===== src/rtl/pxclamp_pkg.sv =====
package pxclamp_pkg;

  localparam int unsigned FMT_W = 3;

  localparam logic [FMT_W-1:0] FMT_NONE = 3'd0;
  localparam logic [FMT_W-1:0] FMT_D8   = 3'd1;
  localparam logic [FMT_W-1:0] FMT_D10  = 3'd2;
  localparam logic [FMT_W-1:0] FMT_D12  = 3'd3;
  localparam logic [FMT_W-1:0] FMT_PROG = 3'd7;

  // Video black and white codes at 8-bit depth.
  localparam int unsigned BLACK_8 = 16;
  localparam int unsigned WHITE_8 = 235;

  // Reset bounds of the programmable window on the 12-bit scale.
  localparam int unsigned PROG_LO_12 = 16;
  localparam int unsigned PROG_HI_12 = 4079;

  // True when the code selects any clamping window.
  function automatic logic fmt_clamps(input logic [FMT_W-1:0] code);
    case (code)
      FMT_D8, FMT_D10, FMT_D12, FMT_PROG: return 1'b1;
      default:                            return 1'b0;
    endcase
  endfunction

  // Component depth implied by a fixed-depth code.
  function automatic int unsigned depth_of(input logic [FMT_W-1:0] code);
    case (code)
      FMT_D10: return 10;
      FMT_D12: return 12;
      default: return 8;
    endcase
  endfunction

  // Scale an 8-bit code to 'depth' bits, then left-align it in a 'w'-bit word.
  function automatic int unsigned scale_code(input int unsigned code8,
                                             input int unsigned depth,
                                             input int unsigned w);
    return (code8 << (depth - 8)) << (w - depth);
  endfunction

  // Clamp x into [lo, hi]; a value below the floor takes precedence.
  function automatic int unsigned clamp_val(input int unsigned x,
                                            input int unsigned lo,
                                            input int unsigned hi);
    if (x < lo) return lo;
    if (x > hi) return hi;
    return x;
  endfunction

endpackage


===== src/rtl/pxclamp_cfg_hold.sv =====
module pxclamp_cfg_hold
  import pxclamp_pkg::*;
#(
  parameter int unsigned W      = 12,
  parameter int unsigned NCH    = 3,
  parameter int unsigned DEF_LO = 16,
  parameter int unsigned DEF_HI = 4079
) (
  input  logic                     clk,
  input  logic                     rst_n,
  input  logic                     take,
  input  logic                     en_i,
  input  logic [FMT_W-1:0]         fmt_i,
  input  logic [NCH-1:0][W-1:0]    lo_i,
  input  logic [NCH-1:0][W-1:0]    hi_i,
  output logic                     en_eff,
  output logic [FMT_W-1:0]         fmt_eff,
  output logic [NCH-1:0][W-1:0]    lo_eff,
  output logic [NCH-1:0][W-1:0]    hi_eff,
  output logic                     held_en,
  output logic [FMT_W-1:0]         held_fmt,
  output logic [NCH-1:0][W-1:0]    held_lo,
  output logic [NCH-1:0][W-1:0]    held_hi
);

  localparam logic [W-1:0] LO_RST = W'(DEF_LO);
  localparam logic [W-1:0] HI_RST = W'(DEF_HI);

  always_ff @(posedge clk or negedge rst_n) begin
    if (!rst_n) begin
      held_en  <= 1'b0;
      held_fmt <= FMT_NONE;
      held_lo  <= {NCH{LO_RST}};
      held_hi  <= {NCH{HI_RST}};
    end else if (take) begin
      held_en  <= en_i;
      held_fmt <= fmt_i;
      held_lo  <= lo_i;
      held_hi  <= hi_i;
    end
  end

  // The frame's first pixel already uses the settings it brings.
  assign en_eff  = take ? en_i  : held_en;
  assign fmt_eff = take ? fmt_i : held_fmt;
  assign lo_eff  = take ? lo_i  : held_lo;
  assign hi_eff  = take ? hi_i  : held_hi;

endmodule


===== src/rtl/pxclamp_limits.sv =====
module pxclamp_limits
  import pxclamp_pkg::*;
#(
  parameter int unsigned W   = 12,
  parameter int unsigned NCH = 3
) (
  input  logic                  en,
  input  logic [FMT_W-1:0]      fmt,
  input  logic [NCH-1:0][W-1:0] prog_lo,
  input  logic [NCH-1:0][W-1:0] prog_hi,
  output logic                  active,
  output logic [NCH-1:0][W-1:0] lim_lo,
  output logic [NCH-1:0][W-1:0] lim_hi
);

  logic is_prog;
  logic [W-1:0] fix_lo;
  logic [W-1:0] fix_hi;

  assign active  = en && fmt_clamps(fmt);
  assign is_prog = (fmt == FMT_PROG);
  assign fix_lo  = W'(scale_code(BLACK_8, depth_of(fmt), W));
  assign fix_hi  = W'(scale_code(WHITE_8, depth_of(fmt), W));

  for (genvar c = 0; c < NCH; c++) begin : g_ch
    always_comb begin
      if (!active) begin
        lim_lo[c] = '0;
        lim_hi[c] = '1;
      end else if (is_prog) begin
        lim_lo[c] = prog_lo[c];
        lim_hi[c] = prog_hi[c];
      end else begin
        lim_lo[c] = fix_lo;
        lim_hi[c] = fix_hi;
      end
    end
  end

endmodule


===== src/rtl/pxclamp_lane.sv =====
module pxclamp_lane
  import pxclamp_pkg::*;
#(
  parameter int unsigned W = 12
) (
  input  logic         active,
  input  logic [W-1:0] pix,
  input  logic [W-1:0] lo,
  input  logic [W-1:0] hi,
  output logic [W-1:0] res
);

  logic [W-1:0] bounded;

  assign bounded = W'(clamp_val(32'(pix), 32'(lo), 32'(hi)));
  assign res     = active ? bounded : pix;

endmodule


===== src/rtl/pxclamp_limited.sv =====
module pxclamp_limited
  import pxclamp_pkg::*;
#(
  parameter int unsigned W   = 12,
  parameter int unsigned NCH = 3
) (
  input  logic             clk,
  input  logic             rst_n,
  input  logic             in_valid,
  input  logic             in_sof,
  input  logic [W-1:0]     in_r,
  input  logic [W-1:0]     in_g,
  input  logic [W-1:0]     in_b,
  input  logic             clamp_en,
  input  logic [FMT_W-1:0] clamp_fmt,
  input  logic [W-1:0]     lo_r,
  input  logic [W-1:0]     hi_r,
  input  logic [W-1:0]     lo_g,
  input  logic [W-1:0]     hi_g,
  input  logic [W-1:0]     lo_b,
  input  logic [W-1:0]     hi_b,
  output logic             out_valid,
  output logic [W-1:0]     out_r,
  output logic [W-1:0]     out_g,
  output logic [W-1:0]     out_b
);

  // Programmable reset bounds are given on the 12-bit scale.
  localparam int unsigned DEF_LO = PROG_LO_12 << (W - 12);
  localparam int unsigned DEF_HI = PROG_HI_12 << (W - 12);

  // Channel 0 red, 1 green, 2 blue.
  logic [NCH-1:0][W-1:0] pix_in, bnd_lo, bnd_hi;
  logic [NCH-1:0][W-1:0] eff_lo, eff_hi, held_lo, held_hi;
  logic [NCH-1:0][W-1:0] lim_lo, lim_hi, pix_clamped, out_pix;
  logic                  take, eff_en, held_en, clamp_active;
  logic [FMT_W-1:0]      eff_fmt, held_fmt;

  assign pix_in = {in_b, in_g, in_r};
  assign bnd_lo = {lo_b, lo_g, lo_r};
  assign bnd_hi = {hi_b, hi_g, hi_r};
  assign take   = in_valid && in_sof;

  pxclamp_cfg_hold #(.W(W), .NCH(NCH), .DEF_LO(DEF_LO), .DEF_HI(DEF_HI)) u_cfg (
    .clk(clk), .rst_n(rst_n), .take(take),
    .en_i(clamp_en), .fmt_i(clamp_fmt), .lo_i(bnd_lo), .hi_i(bnd_hi),
    .en_eff(eff_en), .fmt_eff(eff_fmt), .lo_eff(eff_lo), .hi_eff(eff_hi),
    .held_en(held_en), .held_fmt(held_fmt), .held_lo(held_lo), .held_hi(held_hi)
  );

  pxclamp_limits #(.W(W), .NCH(NCH)) u_lim (
    .en(eff_en), .fmt(eff_fmt), .prog_lo(eff_lo), .prog_hi(eff_hi),
    .active(clamp_active), .lim_lo(lim_lo), .lim_hi(lim_hi)
  );

  for (genvar c = 0; c < NCH; c++) begin : g_lane
    pxclamp_lane #(.W(W)) u_lane (
      .active(clamp_active), .pix(pix_in[c]),
      .lo(lim_lo[c]), .hi(lim_hi[c]), .res(pix_clamped[c])
    );
  end

  always_ff @(posedge clk or negedge rst_n) begin
    if (!rst_n) begin
      out_valid <= 1'b0;
      out_pix   <= '0;
    end else begin
      out_valid <= in_valid;
      if (in_valid) out_pix <= pix_clamped;
    end
  end

  assign out_r = out_pix[0];
  assign out_g = out_pix[1];
  assign out_b = out_pix[2];

endmodule


===== config.mk =====
export PLATFORM = sky130hd
export DESIGN_NAME = pxclamp_limited
export DESIGN_NICKNAME = d
export VERILOG_FILES = /design/src/rtl/pxclamp_pkg.sv /design/src/rtl/pxclamp_cfg_hold.sv /design/src/rtl/pxclamp_limits.sv /design/src/rtl/pxclamp_lane.sv /design/src/rtl/pxclamp_limited.sv
export SDC_FILE = /design/constraint.sdc
export NUM_CORES = 1
export LEC_CHECK = 0
export BUFFER_PORTS_ARGS = -buffer_cell sky130_fd_sc_hd__buf_2
export CAP_MARGIN = 20
export CORE_MARGIN = 3
export CORE_UTILIZATION = 40
export CTS_BUF_LIST = sky130_fd_sc_hd__clkbuf_8 sky130_fd_sc_hd__clkbuf_16
export CTS_CLUSTER_DIAMETER = 50
export CTS_CLUSTER_SIZE = 8
export DETAILED_ROUTE_END_ITERATION = 7
export MAX_ROUTING_LAYER = met4
export SKIP_CTS_REPAIR_TIMING = 1
export SYNTH_ARGS = -nofsm -noshare
export SYNTH_HDL_FRONTEND = slang
export SYNTH_SLANG_ARGS = --single-unit

===== constraint.sdc =====
create_clock -name clk -period 5.2 [get_ports clk]
set_clock_uncertainty 0.05 [all_clocks]
set_input_delay 0.26 -clock clk [delete_from_list [all_inputs] [get_ports clk]]
set_output_delay 0.26 -clock clk [all_outputs]
set_load 0.02 [all_outputs]

; ---- Word-level counts from Yosys, hierarchy flattened
; Index checks and enable logic that the tools add are counted.
[word_totals]
reg_bits = 113
input_bits = 116
output_inout_bits = 37
word_cells = 73
[op_classes]
add_sub_neg = 2
order_cmp = 6
n_eq_ne = 4
n_shift = 4
mux = 42
n_reduce_logical = 3
[op_table]
columns = op, count
row1 = $mux W12, 27
row2 = $mux W36, 2
row3 = $shl A32 B32 Y12, 2
row4 = $gt A12 B12 Y1, 3
row5 = $lt A12 B12 Y1, 3
row6 = $shl A5 B32 Y32 const A, 1
row7 = $shl A8 B32 Y32 const A, 1
row8 = $mux W1, 11
row9 = $eq A3 B2 Y1 const B, 2
row10 = $pmux W3 S2, 1
row11 = $sub A4 B4 Y5 const A, 1
row12 = $sub A4 B4 Y5 const B, 1
row13 = $reduce_or A4 Y1, 1
row14 = $eq A3 B1 Y1 const B, 1
row15 = $eq A3 B3 Y1 const B, 1
row16 = $mux W3, 1
row17 = $logic_and A1 B1 Y1, 2

; ---- Logic depth before layout (Yosys ltp)
[logic_depth]
ltp_word = 15
ltp_mapped = 21
mapped_depth_nobuf = 18

; ---- Cells and area by module
; Synthesis repeated with hierarchy kept, for this count alone.
[hier_totals]
hier_cells = 678
hier_area_um2 = 7669.9
[modules_own_cells]
columns = mod, instances, cells_each, area_each_um2, seq_area_each_um2
row1 = pxclamp_cfg_hold, 1, 160, 3020.4, 1946.9
row2 = pxclamp_lane, 3, 110, 809.5, 0.0
row3 = pxclamp_limited, 1, 78, 1517.7, 925.9
row4 = pxclamp_limits, 1, 110, 703.2, 0.0

; ---- Worst setup path before layout
; OpenSTA, ideal clock, no wires.
[synth_path]
path_type = input to register
startpoint = input in_valid
endpoint = register out_pix, in the netlist out_g[2]
setup_ps = 120
t_arrival_ps = 3953
required_time_ps = 5030
path_slack_ps = 1077
cell_stages = 21
path_buffers = 4
cell_sequence = and2_1 > buf_4 > o21ai_1 > nand2_1 > ha_1 > inv_1 > a221o_1 > nand2_1 > buf_2 > a31oi_1 > a21boi_0 > ha_1 > and2_0 > a221o_1 > a221o_1 > o22a_1 > clkbuf_1 > clkbuf_1 > o21ai_0 > nand3_1 > a31o_2
[synth_between]
elab_chain_len = 15
word_cells_on_any_way = 33
cone_classes = add/sub: 2 / order compare: 2 / eq/ne: 4 / shift: 4 / mux: 18 / reduce/logical: 3
[synth_rtl]
columns = item, line_no
row1 = from (decl), pxclamp_limited.sv:9  ; input logic in_valid,
row2 = $logic_and A1 B1 Y1, pxclamp_limited.sv:42  ; assign take = in_valid && in_sof;
row3 = $mux W3, pxclamp_cfg_hold.sv:45  ; assign fmt_eff = take ? fmt_i : held_fmt;
row4 = $eq A3 B2 Y1, "pxclamp_pkg.sv:21, pxclamp_pkg.sv:29"
row5 = $pmux W3 S2, pxclamp_pkg.sv:29  ; case (code)
row6 = $sub A4 B4 Y5, pxclamp_pkg.sv:40  ; return (code8 << (depth - 8)) << (w - depth);
row7 = $shl A8 B32 Y32 / $shl A5 B32 Y32 (equally long branches), pxclamp_pkg.sv:40
row8 = $shl A32 B32 Y12, pxclamp_pkg.sv:40
row9 = $mux W12, pxclamp_limits.sv:30  ; end else if (is_prog) begin
row10 = $mux W12, pxclamp_limits.sv:27  ; if (!active) begin
row11 = $gt A12 B12 Y1 / $lt A12 B12 Y1 (equally long branches), "pxclamp_pkg.sv:48, pxclamp_pkg.sv:47"
row12 = $mux W1 / $mux W12 (equally long branches), "pxclamp_pkg.sv:48, pxclamp_pkg.sv:47"
row13 = $mux W1 / $mux W12 (equally long branches), pxclamp_pkg.sv:48  ; if (x > hi) return hi;
row14 = $mux W12, pxclamp_pkg.sv:49  ; return x;
row15 = $mux W12, pxclamp_pkg.sv:48
row16 = $mux W12, pxclamp_lane.sv:16  ; assign res = active ? bounded : pix;
row17 = to (signal assigned), pxclamp_limited.sv:69  ; if (in_valid) out_pix <= pix_clamped;
row18 = to (decl), pxclamp_limited.sv:35  ; logic [NCH-1:0][W-1:0] lim_lo, lim_hi, pix_clamped, out_pix;
; Several ways; a longest one is shown, not always the timed one. The select of a mux whose other input is x is not followed.
; A chain may end at the register's enable or synchronous reset.

; ---- Final worst setup path
[layout_path]
startpoint = register u_cfg.held_fmt[0]
endpoint = register out_pix, in the netlist out_g[11]
[layout_between]
elab_chain_len = 14
word_cells_on_any_way = 29
cone_classes = add/sub: 2 / order compare: 2 / eq/ne: 4 / shift: 4 / mux: 15 / reduce/logical: 2
[layout_rtl]
columns = item, line_no
row1 = from (decl), pxclamp_cfg_hold.sv:21  ; output logic [FMT_W-1:0] held_fmt,
row2 = from (signal assigned), pxclamp_cfg_hold.sv:37  ; held_fmt <= fmt_i;
row3 = $mux W3 (*), pxclamp_cfg_hold.sv:45
row4 = via eff_fmt[0], pxclamp_limited.sv:37  ; logic [FMT_W-1:0] eff_fmt, held_fmt;
row5 = $eq A3 B2 Y1, "pxclamp_pkg.sv:21, pxclamp_pkg.sv:29"
row6 = $pmux W3 S2, pxclamp_pkg.sv:29
row7 = $sub A4 B4 Y5, pxclamp_pkg.sv:40
row8 = $shl A8 B32 Y32 / $shl A5 B32 Y32 (equally long branches), pxclamp_pkg.sv:40
row9 = $shl A32 B32 Y12, pxclamp_pkg.sv:40
row10 = $mux W12, pxclamp_limits.sv:30
row11 = $mux W12, pxclamp_limits.sv:27
row12 = $gt A12 B12 Y1 / $lt A12 B12 Y1 (equally long branches), "pxclamp_pkg.sv:48, pxclamp_pkg.sv:47"
row13 = $mux W1 / $mux W12 (equally long branches), "pxclamp_pkg.sv:48, pxclamp_pkg.sv:47"
row14 = $mux W1 / $mux W12 (equally long branches), pxclamp_pkg.sv:48
row15 = $mux W12, pxclamp_pkg.sv:49
row16 = $mux W12, pxclamp_pkg.sv:48
row17 = $mux W12 (*), pxclamp_lane.sv:16
; Mark *: on every way through the listed nets, which the timed path passes. The rest lies on a longest branch. The select of a mux whose other input is x is not followed.

==> impl_results.md <==
- Asr flop ratio synth: 1.00
- Post-route DRC: 0
- Synth Register Bits: approximately 110
- Crit. End Element: flip-flop
- Area growth from synthesis to layout: 22.8%
- Warnings from Yosys: 0
- Mapped Area: around 0.0076 mm^2
- Main synth FF type: dfrtp_1
- GPL Wtd Cong: 0.874
- Initial core utilization: 0.414
- Remaining Overflow, GRT: 0
- Clk sinks: between 100 and 150
- Mean post-synth cell area: 9.62 um^2
- Fin cells: roughly 1200
- Clock Latency Late Sink: about 0.42 ns
- Via count: between 6000 and 7000
- Max-slew violations: 0
- Max cap viols: 0
- Placed Cells: around 1200
- Final hold viol count: 0
- Largest net degree at the start of global routing: 59
- Crit path time final: between 4 and 5 ns
- Clock-pin slew on the worst setup and hold paths: about 0.060 ns
- Root Buffer: clkbuf_16
- Critical path arrival: roughly 4.8 ns
- Post-DRT Antenna Nets: 0
- Peak Freq: between 200 and 250 MHz
- RSZ-0062 raised after global routing: false
- Pre-antenna DRT Iters: 5
- Final period util: 0.881
- Number of flops mapped to enable cells by yosys: 0
- Rows: 49
- Cts bufs inserted: 17
- Wire per inst: 19.9 um
- Global Route Usage Sum: 0.238
- TNS Setup: 0 ns
- Synth Instances: 790
- Slew of the pin with the lowest slew margin: ~0.79 ns
- DR iter-0 viols: between 400 and 500
- Setup-failing EPs final: 0
- Max Fanout on Critical Path: 17
- Final net count: 1135
- Layout cell share with drive strength beyond 1: 0.327
- Vias in the first global route: around 6700
- Post-Route WL: ~24000 um
- # IOs: ~150
- Leakage: roughly 4.4 nW
- Diode count: 0
- Worst path required time: between 5 and 6 ns
- Startpoint types: flip-flop
- First-pass GRT wire length: roughly 37000 um
- Via-to-Cell Ratio: around 5.7
- Clock tree buffer depth: 2
- CTS tree: built
- Die ar.: ~0.021 mm^2
- Sequential share of the synthesized area: 0.378
- Yosys cell types: 67
- Maximum VDD drop: between 0.2 and 0.25 mV
- Fill cells: approximately 1700
- Run status: finished, final reports clean
- Die height: around 140 um
- Max-slew headroom: 0.459
- PD cells: 354 mW/mm^2
- HPWL after DPL: approximately 18000 um
- IO Port Bufs: approximately 150
- Core Footprint: roughly 0.018 mm^2
- Clock H-tree levels: 4
- Die Wd: 144 um
- WS Path Type: flip-flop to flip-flop
- Number of nets produced by synthesis: about 980
- Tightest Hold Check Type: primary input to flip-flop
- Initial antenna violation count: 0
-- sequential cells by signal, indices dropped and copies added, names as in the netlist --
name	cells
u_cfg.held_en	1
out_b	12
u_cfg.held_hi	36
out_g	12
u_cfg.held_lo	36
out_valid	1
out_r	12
u_cfg.held_fmt	3
-- cell type report --
| cell class | instances | area (um^2) | area share |
|---|---|---|---|
| clock buffer | 20 | 467 | 0.0500 |
| clock inverter | 12 | 211 | 0.0227 |
| inverter | 50 | 188 | 0.0201 |
| multi-input combinational | 589 | 4370 | 0.468 |
| sequential | 113 | 2870 | 0.308 |
| tap | 229 | 287 | 0.0307 |
| timing repair buffer | 175 | 938 | 0.101 |
-- worst max-delay path: stages, from the launching register on --
cell and delay (ns):
dfrtp_1 0.38, a21boi_0 0.14, nor2_1 0.25, inv_1 0.16, nand2_1 0.14, ha_1 0.28
a21o_1 0.17, a31oi_1 0.34, a21boi_0 0.32, ha_1 0.28, and2_0 0.16, a221o_1 0.30
a221o_1 0.35, o22a_1 0.40, and3_1 0.33, a221oi_1 0.29, a21oi_1 0.12
-- final timing paths --
path	slack, ns	to	start	cells past startpoint
setup / recovery	0.62	out_g[11]	u_cfg.held_fmt[0]	16
hold / removal	0.02	u_cfg.held_hi[33]	hi_b[9]	3
setup reg to reg	0.62	out_g[11]	u_cfg.held_fmt[0]	16
hold reg to reg	0.44	u_cfg.held_hi[28]	u_cfg.held_hi[28]	2
max in group asynchronous	3.47	u_cfg.held_lo[1]	rst_n	3
min in group asynchronous	0.41	u_cfg.held_lo[31]	rst_n	2
-- Yosys cell counts, drive strengths merged (18+ instances only) --
master	count	area [um^2]
dfrtp	77	1930
ha	73	913
nor2	70	268
nand2	69	262
a21oi	55	275
mux2	51	574
inv	49	184
o21ai	48	244
dfstp	36	946
mux2i	31	335
clkbuf	20	75.1
buf	18	98.8
-- metal layers --
layer  global-route usage  up-vias  share of wire
met2                0.359      250           0.45
li1                     -     3232              -
met3               0.0463       40          0.054
met5                    -        -              0
met4               0.0828        0          0.027
met1                0.322     3238           0.47
-- per-stage QoR --
stage               power [mW]   util  cell area [um^2]  hold slack (ns)  worst slack, ns
floorplan                 1.65      -              7600          -0.0856             1.08
global route              3.48  0.509              9330           0.0309            0.317
detailed placement        1.96  0.471              8640            0.319            0.531
CTS                       3.32  0.508              9320           -0.128            0.646
global placement          1.96  0.471              8640            0.329            0.653
finish                    3.30  0.509              9330           0.0211            0.617
-- where the power goes --
group | internal [mW] | switching [mW]
logic | 0.325 | 0.523
registers | 1.05 | 0.0622
clock network | 0.931 | 0.416
total | 2.30 | 1.00
-- cell families after synthesis --
family	after synthesis	share of synthesized area
compound gates	222	0.202
simple gates	210	0.129
mux	82	0.120
xor+xnor	2	0.00231
fa+ha+maj	73	0.120
buf+inv	88	0.0476
flops	113	0.378
-- cells in the final DEF, fill, tap and decap left out, types with 3 or more instances in the layout --
master	instances
buf_4	23
mux2i_1	29
nand2b_1	4
clkbuf_16	17
bufinv_16	6
clkinv_2	3
a221o_1	7
a22oi_1	4
a32oi_1	5
and3_1	13
clkbuf_8	3
o22ai_1	4
inv_1	49
dfrtp_1	77
a221oi_1	11
a211oi_1	6
o211ai_1	10
nand3_1	11
ha_1	73
nor2_1	68
a21boi_0	5
mux2_2	50
buf_2	151
a21o_1	11
o21a_1	8
dfstp_2	36
or3_1	7
o21ai_0	42
o221ai_1	3
o21ai_1	5
and2_1	5
a2111oi_0	7
a211o_1	9
a31oi_1	7
a21oi_1	55
nor3_1	5
nand2_1	68
a31o_2	6
nand4_1	14
(Power assumes the default switching activity.)
